`src/rtl/sshift_pkg.sv`:
```
// Shared types for the bidirectional saturating shifter.
// Assumes a 32-bit data word. The register width is chosen by the top module.
package sshift_pkg;
    localparam int WORD_W = 32;
    localparam int SA_W   = $clog2(WORD_W);
    localparam int CNT_W  = SA_W + 1;

    typedef enum logic [1:0] {
        OP_LSAT    = 2'b00,
        OP_BIDIR   = 2'b01,
        OP_BIDIR_R = 2'b10,
        OP_PASS    = 2'b11
    } shift_op_e;

    typedef struct packed {
        logic            go_right;
        logic            is_zero;
        logic [SA_W-1:0] mag;
    } shamt_t;
endpackage

```
`src/rtl/sshift_amt_dec.sv`:
```
// Turns the op code and the low count bits into a direction and a magnitude.
// Assumes cnt_i holds the low CNT_W bits of the count operand. For the
// signed modes, a magnitude of 2^SA_W is clamped to 2^SA_W - 1.
module sshift_amt_dec
    import sshift_pkg::*;
(
    input  shift_op_e        op_i,
    input  logic [CNT_W-1:0] cnt_i,
    output shamt_t           dec_o
);
    logic [CNT_W-1:0] neg_mag;

    // Negate the two's complement count to get the right-shift magnitude.
    always_comb neg_mag = (~cnt_i) + CNT_W'(1);

    // Pick the direction and magnitude for each op code.
    always_comb begin
        dec_o = '0;
        unique case (op_i)
            OP_LSAT: dec_o.mag = cnt_i[SA_W-1:0];
            OP_BIDIR, OP_BIDIR_R: begin
                if (cnt_i[CNT_W-1]) begin
                    dec_o.go_right = 1'b1;
                    dec_o.mag = neg_mag[CNT_W-1] ? {SA_W{1'b1}} : neg_mag[SA_W-1:0];
                end else begin
                    dec_o.mag = cnt_i[SA_W-1:0];
                end
            end
            default: dec_o.mag = '0;
        endcase
        dec_o.is_zero = (dec_o.mag == '0);
    end
endmodule

```
`src/rtl/sshift_lsat.sv`:
```
// Left shift at full precision, clamped to the signed W-bit range.
// Assumes sa_i < W. sat_o is set when the exact value does not fit.
module sshift_lsat #(
    parameter int W    = 32,
    parameter int SA_W = $clog2(W)
) (
    input  logic [W-1:0]    din_i,
    input  logic [SA_W-1:0] sa_i,
    output logic [W-1:0]    dout_o,
    output logic            sat_o
);
    localparam int WIDE_W = 2 * W;

    logic [WIDE_W-1:0] wide;
    logic [W:0]        upper;

    // Sign-extend the word to double width and shift it without losing bits.
    always_comb wide = {{W{din_i[W-1]}}, din_i} << sa_i;

    // Detect overflow: everything from bit W-1 upward must be one repeated sign bit.
    always_comb begin
        upper = wide[WIDE_W-1:W-1];
        sat_o = !((&upper) || !(|upper));
    end

    // Clamp toward the sign of the input when the shift overflows.
    always_comb begin
        if (!sat_o)          dout_o = wide[W-1:0];
        else if (din_i[W-1]) dout_o = {1'b1, {(W-1){1'b0}}};
        else                 dout_o = {1'b0, {(W-1){1'b1}}};
    end
endmodule

```
`src/rtl/sshift_rsh.sv`:
```
// Arithmetic right shift, optionally rounded half-up.
// Assumes sa_i is at least 1. The word is widened by one bit, so the
// rounding increment cannot wrap.
module sshift_rsh #(
    parameter int W    = 32,
    parameter int SA_W = $clog2(W)
) (
    input  logic [W-1:0]    din_i,
    input  logic [SA_W-1:0] sa_i,
    input  logic            round_i,
    output logic [W-1:0]    dout_o
);
    logic signed [W:0] ext;
    logic signed [W:0] plain;
    logic signed [W:0] part;
    logic signed [W:0] bumped;
    logic signed [W:0] rounded;
    logic [SA_W-1:0]   sa_m1;

    // Widen the operand by one sign bit.
    always_comb ext = $signed({din_i[W-1], din_i});

    // Truncating arithmetic shift.
    always_comb plain = ext >>> sa_i;

    // Rounding: stop one bit short, add one at the last discarded bit, then drop it.
    always_comb begin
        sa_m1   = (sa_i == '0) ? '0 : sa_i - SA_W'(1);
        part    = ext >>> sa_m1;
        bumped  = part + (W+1)'(1);
        rounded = bumped >>> 1;
    end

    // Pick the truncating or the rounded form.
    always_comb dout_o = round_i ? rounded[W-1:0] : plain[W-1:0];
endmodule

```
`src/rtl/sat_shift_unit.sv`:
```
// Top of the bidirectional saturating shifter. The word result is computed
// combinationally and captured when valid_i is high. The sticky overflow
// flag is set by a clamping left shift and cleared by ovf_clr_i, with set
// taking priority. Assumes XLEN >= 32. Synchronous active-low reset.
module sat_shift_unit
    import sshift_pkg::*;
#(
    parameter int XLEN = 64
) (
    input  logic            clk,
    input  logic            rst_n,
    input  logic            valid_i,
    input  logic [1:0]      op_i,
    input  logic [31:0]     data_i,
    input  logic [31:0]     amt_i,
    input  logic            ovf_clr_i,
    output logic [XLEN-1:0] result_o,
    output logic            ovf_o
);
    shift_op_e          op;
    shamt_t             dec;
    logic [WORD_W-1:0]  lsat_word;
    logic               lsat_hit;
    logic [WORD_W-1:0]  rsh_word;
    logic [WORD_W-1:0]  word_next;
    logic               word_sat;
    logic [WORD_W-1:0]  res_q;
    logic               ovf_q;
    logic               unused_amt;

    // Convert the raw op bits into the enumerated op.
    always_comb op = shift_op_e'(op_i);

    // Count bits above the signed field are ignored by definition.
    always_comb unused_amt = ^amt_i[WORD_W-1:CNT_W];

    sshift_amt_dec u_dec (
        .op_i  (op),
        .cnt_i (amt_i[CNT_W-1:0]),
        .dec_o (dec)
    );

    sshift_lsat #(.W(WORD_W), .SA_W(SA_W)) u_lsat (
        .din_i  (data_i),
        .sa_i   (dec.mag),
        .dout_o (lsat_word),
        .sat_o  (lsat_hit)
    );

    sshift_rsh #(.W(WORD_W), .SA_W(SA_W)) u_rsh (
        .din_i   (data_i),
        .sa_i    (dec.mag),
        .round_i (op == OP_BIDIR_R),
        .dout_o  (rsh_word)
    );

    // Select the word result and whether it clamped.
    always_comb begin
        word_next = data_i;
        word_sat  = 1'b0;
        if (op != OP_PASS && !dec.is_zero) begin
            if (dec.go_right) begin
                word_next = rsh_word;
            end else begin
                word_next = lsat_word;
                word_sat  = lsat_hit;
            end
        end
    end

    // Result register: load on the strobe, hold otherwise.
    always_ff @(posedge clk) begin
        if (!rst_n)       res_q <= '0;
        else if (valid_i) res_q <= word_next;
    end

    // Sticky flag: a captured clamp sets it, the clear input resets it.
    always_ff @(posedge clk) begin
        if (!rst_n)                  ovf_q <= 1'b0;
        else if (valid_i && word_sat) ovf_q <= 1'b1;
        else if (ovf_clr_i)          ovf_q <= 1'b0;
    end

    // Sign-extend the word to the register width.
    generate
        if (XLEN > WORD_W) begin : g_sext
            assign result_o = {{(XLEN-WORD_W){res_q[WORD_W-1]}}, res_q};
        end else begin : g_flat
            assign result_o = res_q[XLEN-1:0];
        end
    endgenerate

    assign ovf_o = ovf_q;


    reset_clear_chk: assert property (@(posedge clk)
        !rst_n |=> (res_q == '0 && !ovf_q));


    hold_when_idle_chk: assert property (@(posedge clk) disable iff (!rst_n)
        !valid_i |=> $stable(res_q));


    sat_value_chk: assert property (@(posedge clk) disable iff (!rst_n)
        (valid_i && word_sat) |=> ((res_q == 32'h7FFF_FFFF || res_q == 32'h8000_0000) && ovf_q));


    right_no_overflow_chk: assert property (@(posedge clk) disable iff (!rst_n)
        (valid_i && op != OP_PASS && dec.go_right && !ovf_q) |=> !ovf_q);


    reserved_pass_chk: assert property (@(posedge clk) disable iff (!rst_n)
        (valid_i && op_i == 2'b11) |=> (res_q == $past(data_i) && ovf_q == $past(ovf_q && !ovf_clr_i)));


    sticky_hold_chk: assert property (@(posedge clk) disable iff (!rst_n)
        (ovf_q && !ovf_clr_i) |=> ovf_q);
endmodule

```
`config.mk`:
```
export PLATFORM = sky130hd
export DESIGN_NAME = sat_shift_unit
export DESIGN_NICKNAME = d
export VERILOG_FILES = /design/src/rtl/sshift_pkg.sv /design/src/rtl/sshift_amt_dec.sv /design/src/rtl/sshift_lsat.sv /design/src/rtl/sshift_rsh.sv /design/src/rtl/sat_shift_unit.sv
export SDC_FILE = /design/constraint.sdc
export NUM_CORES = 1
export LEC_CHECK = 0
export ABC_AREA = 1
export BUFFER_PORTS_ARGS = -buffer_cell sky130_fd_sc_hd__buf_2
export CORE_MARGIN = 5
export CORE_UTILIZATION = 50
export DETAILED_ROUTE_END_ITERATION = 10
export PLACE_DENSITY = 0.77
export SYNTH_ARGS = -nofsm -noshare
export SYNTH_HDL_FRONTEND = slang
export SYNTH_SLANG_ARGS = --single-unit
```
`constraint.sdc`:
```
create_clock -name clk -period 4.4 [get_ports clk]
set_input_delay 0.22 -clock clk [delete_from_list [all_inputs] [get_ports clk]]
set_output_delay 0.22 -clock clk [all_outputs]
set_load 0.02 [all_outputs]
```
==> out/results.txt <==
Synthesized flop and latch total = 33
Port bufs = 108
Distinct cell type count after synthesis = 44
Critical Path Source Type = primary input
# DRC = 0
Gpl congestion = 1.07
Post-Synthesis Cells = 2066
Worst clock skew = 0 ns
Num rows = 52
Clock network power share = 8.6%
Drt initial violations = 2389
Max Buffers Root-to-Sink = 2
Crit-path max FO = 44
Router iterations before antenna repair = 9
Antenna violations before repair = 0
Power Dens Cells = 389 mW/mm^2
Worst Tran Pin Value = 0.780 ns
Post-synth top area share = 24.8%
Via count = 14600
Gr ovfl total = 0
Fin. Hold Viols = 0
DP Worst Slack = -0.0191 ns
Cells on Worst Hold Path = 4
Lkg Pwr = 5.61 nW
Worst R2R Start = res_q[31]$_SDFFE_PN0P_
Worst-path clk slew = 0.06 ns
Initial Utilization = 50.4%
Die extent in y = 152 um
Synth warn = 0
Syn avg cell area = 4.89 um^2
P_sw = 2.64 mW
Top_reg_cell synth = dfxtp_1
Switching share of total power = 62.2%
TritonCTS Sinks = 33
Endpoint class of the critical path = flop
Synth-to-Final Area Change = 7.88%
Depth of the most critical reg-to-reg path = 2
Total Routing Usage GR = 39.5%
Final WS setup = 0.215 ns
# Max-Cap Violations = 0
Setup Viol. Count Final = 0
CP max stage delay = 0.43 ns
Worst EP required = 4.61 ns
Crit path kind = primary input to flop
Seq pwr share = 8.3%
Slew Limit Fails = 0
Top post-synthesis cells by area = nand2_1 (25%), nand3_1 (24%), o21ai_0 (9.3%)
Cell Area, Placed = 0.0107 mm^2
Depth of the CTS H-tree = 2
Die Width = 152 um
# IOs = 135
Ys async rst share = 0%
Min-Delay Endpoint = ovf_o$_SDFFE_PN0P_
Vias in the first global route = 12800
Max VDD drop = 0.000281 V
Min-delay src = ovf_clr_i
Post-DP HPWL = 38400 um
Critical-path top delay cell = buf_4
Reg2reg setup slack = 3.25 ns
Die ar. = 0.0231 mm^2
Final ANT Viol Nets = 0
Nets = 2148
Status = completed
Post-route cell area = 0.0109 mm^2
Hold WC Path Type = primary input to flop
Slew margin rel. = 48.0%
EDFF count, synth = 0
Syn Std Cell Area = 0.0101 mm^2
Vias per cell = 6.24
Tcrit/Tclk final = 95.1%
Hold slack final = 0.205 ns
CP most frequent cell = nand3_1
Root Driver = clkbuf_16
Area leader, netlist = nand2_1
Postcts setup bufs = 0
Largest net degree at the start of global routing = 97
Register area share after synthesis = 6.54%
CTS Buf Count = 5
Post-route minimum period = 4.18 ns
RSZ-0062 raised after global routing = no
Internal power = 1.60 mW
Antenna diode count = 0
Reg-to-reg endpoint = res_q[31]$_SDFFE_PN0P_
FMAX = 0.239 GHz
CTS tree = built
CP arrival = 4.40 ns
Clock latency on the worst-skew pair = 0.27 ns
Final wirelength = 48700 um
Comb power frac = 83.1%
WL/cell = 20.8 um
Syn_nets = 2142
Share of post-route cells with drive strength above 1 = 12.1%
Global-route wire length before repair = 73600 um
Fill cells = 2275
Standard cell core area = 0.0200 mm^2
-- worst max-delay path, delay by kind of cell --
family | cells | cell delay [ns]
AOI/OAI and AO/OA | 4 | 0.56
and+or+nand+nor | 13 | 1.64
buffers and inverters | 7 | 1.04
adders and majority gates | 3 | 0.69
xor gates and xnor gates | 1 | 0.22
-- metal layers --
layer / vias to the layer above / global-route usage [%] / share of wire, %
met5: - / 0 / 0
met4: 0 / 14.6 / 4.3
met3: 146 / 7.62 / 14
met2: 1008 / 58.7 / 41
met1: 6579 / 56.5 / 40
li1: 6891 / - / -
-- synth_stat cells, types with 12 or more instances --
master and number:
nor2_2 12, nand2_1 667, dfxtp_1 33, inv_1 113, nand2_2 19, nand3_1 475
buf_4 40, buf_1 30, clkbuf_1 66, o21ai_0 188, a21oi_1 123, o211ai_1 16
o21ai_1 21, buf_2 36, nor2_1 120, a31oi_1 12
-- power groups by stage --
stage	logic (mW)	registers (mW)	clock network (mW)
6_report	3.53	0.352	0.364
3_3_place_gp	3.35	0.356	0
3_5_place_dp	3.38	0.357	0
2_1_floorplan	2.33	0.392	0
4_1_cts	3.39	0.351	0.365
5_1_grt	3.81	0.356	0.380
-- layout make-up --
type | count | area [um^2] | share of cell area [%]
Timing Repair Buffer | 175 | 1180 | 10.8
Tap cell | 270 | 338 | 3.10
Multi-Input combinational cell | 1731 | 8090 | 74.2
Clock buffer | 7 | 153 | 1.40
Clock inverter | 1 | 5.00 | 0.0459
Inverter | 126 | 473 | 4.34
Sequential cell | 33 | 661 | 6.06
-- how the worst max path moves through the flow --
stage / start / end / slack [ns] / cells after the start
2_1_floorplan: op_i[0] / res_q[17]$_SDFFE_PN0P_ / 0.18 / 34
4_1_cts: op_i[0] / res_q[19]$_SDFFE_PN0P_ / 0.27 / 30
3_5_place_dp: op_i[0] / res_q[19]$_SDFFE_PN0P_ / -0.02 / 30
6_report: op_i[0] / res_q[9]$_SDFFE_PN0P_ / 0.22 / 28
3_3_place_gp: op_i[0] / res_q[19]$_SDFFE_PN0P_ / 0.11 / 30
5_1_grt: op_i[1] / res_q[29]$_SDFFE_PN0P_ / 0.02 / 29
-- placed cells by master (no fill, tap or decap), types with 2 or more instances in the layout --
| master | count |
|---|---|
| a21oi_1 | 123 |
| a21oi_2 | 2 |
| a31oi_1 | 12 |
| and2_1 | 7 |
| buf_12 | 11 |
| buf_2 | 108 |
| buf_4 | 56 |
| clkbuf_16 | 5 |
| clkbuf_8 | 2 |
| clkinv_1 | 3 |
| dfxtp_1 | 33 |
| ha_1 | 5 |
| inv_1 | 113 |
| inv_2 | 10 |
| mux2i_1 | 10 |
| nand2_1 | 666 |
| nand2_2 | 20 |
| nand2_4 | 4 |
| nand3_1 | 475 |
| nand3_2 | 5 |
| nand3b_1 | 2 |
| nand4_1 | 10 |
| nor2_1 | 120 |
| nor2_2 | 12 |
| nor2_4 | 7 |
| nor3_1 | 4 |
| nor4_1 | 2 |
| o211ai_1 | 16 |
| o21ai_0 | 187 |
| o21ai_1 | 22 |
| o221ai_1 | 3 |
| or2_2 | 2 |
| xor2_1 | 3 |
-- cell families after synthesis --
family,Yosys count,share of synthesized area (%)
simple gates,1340,58.6
compound gates,372,19.4
buf+inv,302,13.5
flops,33,6.54
mux,10,0.991
fa+ha+maj,6,0.743
xor+xnor,3,0.260
-- registers in the layout (all words and copies together) (netlist names) --
register / count
res_q: 32
ovf_o: 1
-- stage by stage --
step           utilization, %  power [mW]  setup TNS [ns]  std cells
5_1_grt                  54.4        4.55               0       2343
2_1_floorplan               -        2.72               0       2066
3_5_place_dp             53.6        3.73         -0.0234       2335
6_report                 54.4        4.24               0       2343
4_1_cts                  54.4        4.11               0       2343
3_3_place_gp             53.6        3.71               0       2335
-- timing repair --
item / CTS / global route
resized for setup: 0 / 2
endpoints found under the setup margin: 0 / 5
hold buffers: 0 / 0
No activity file was read; power rests on OpenSTA's default activity.
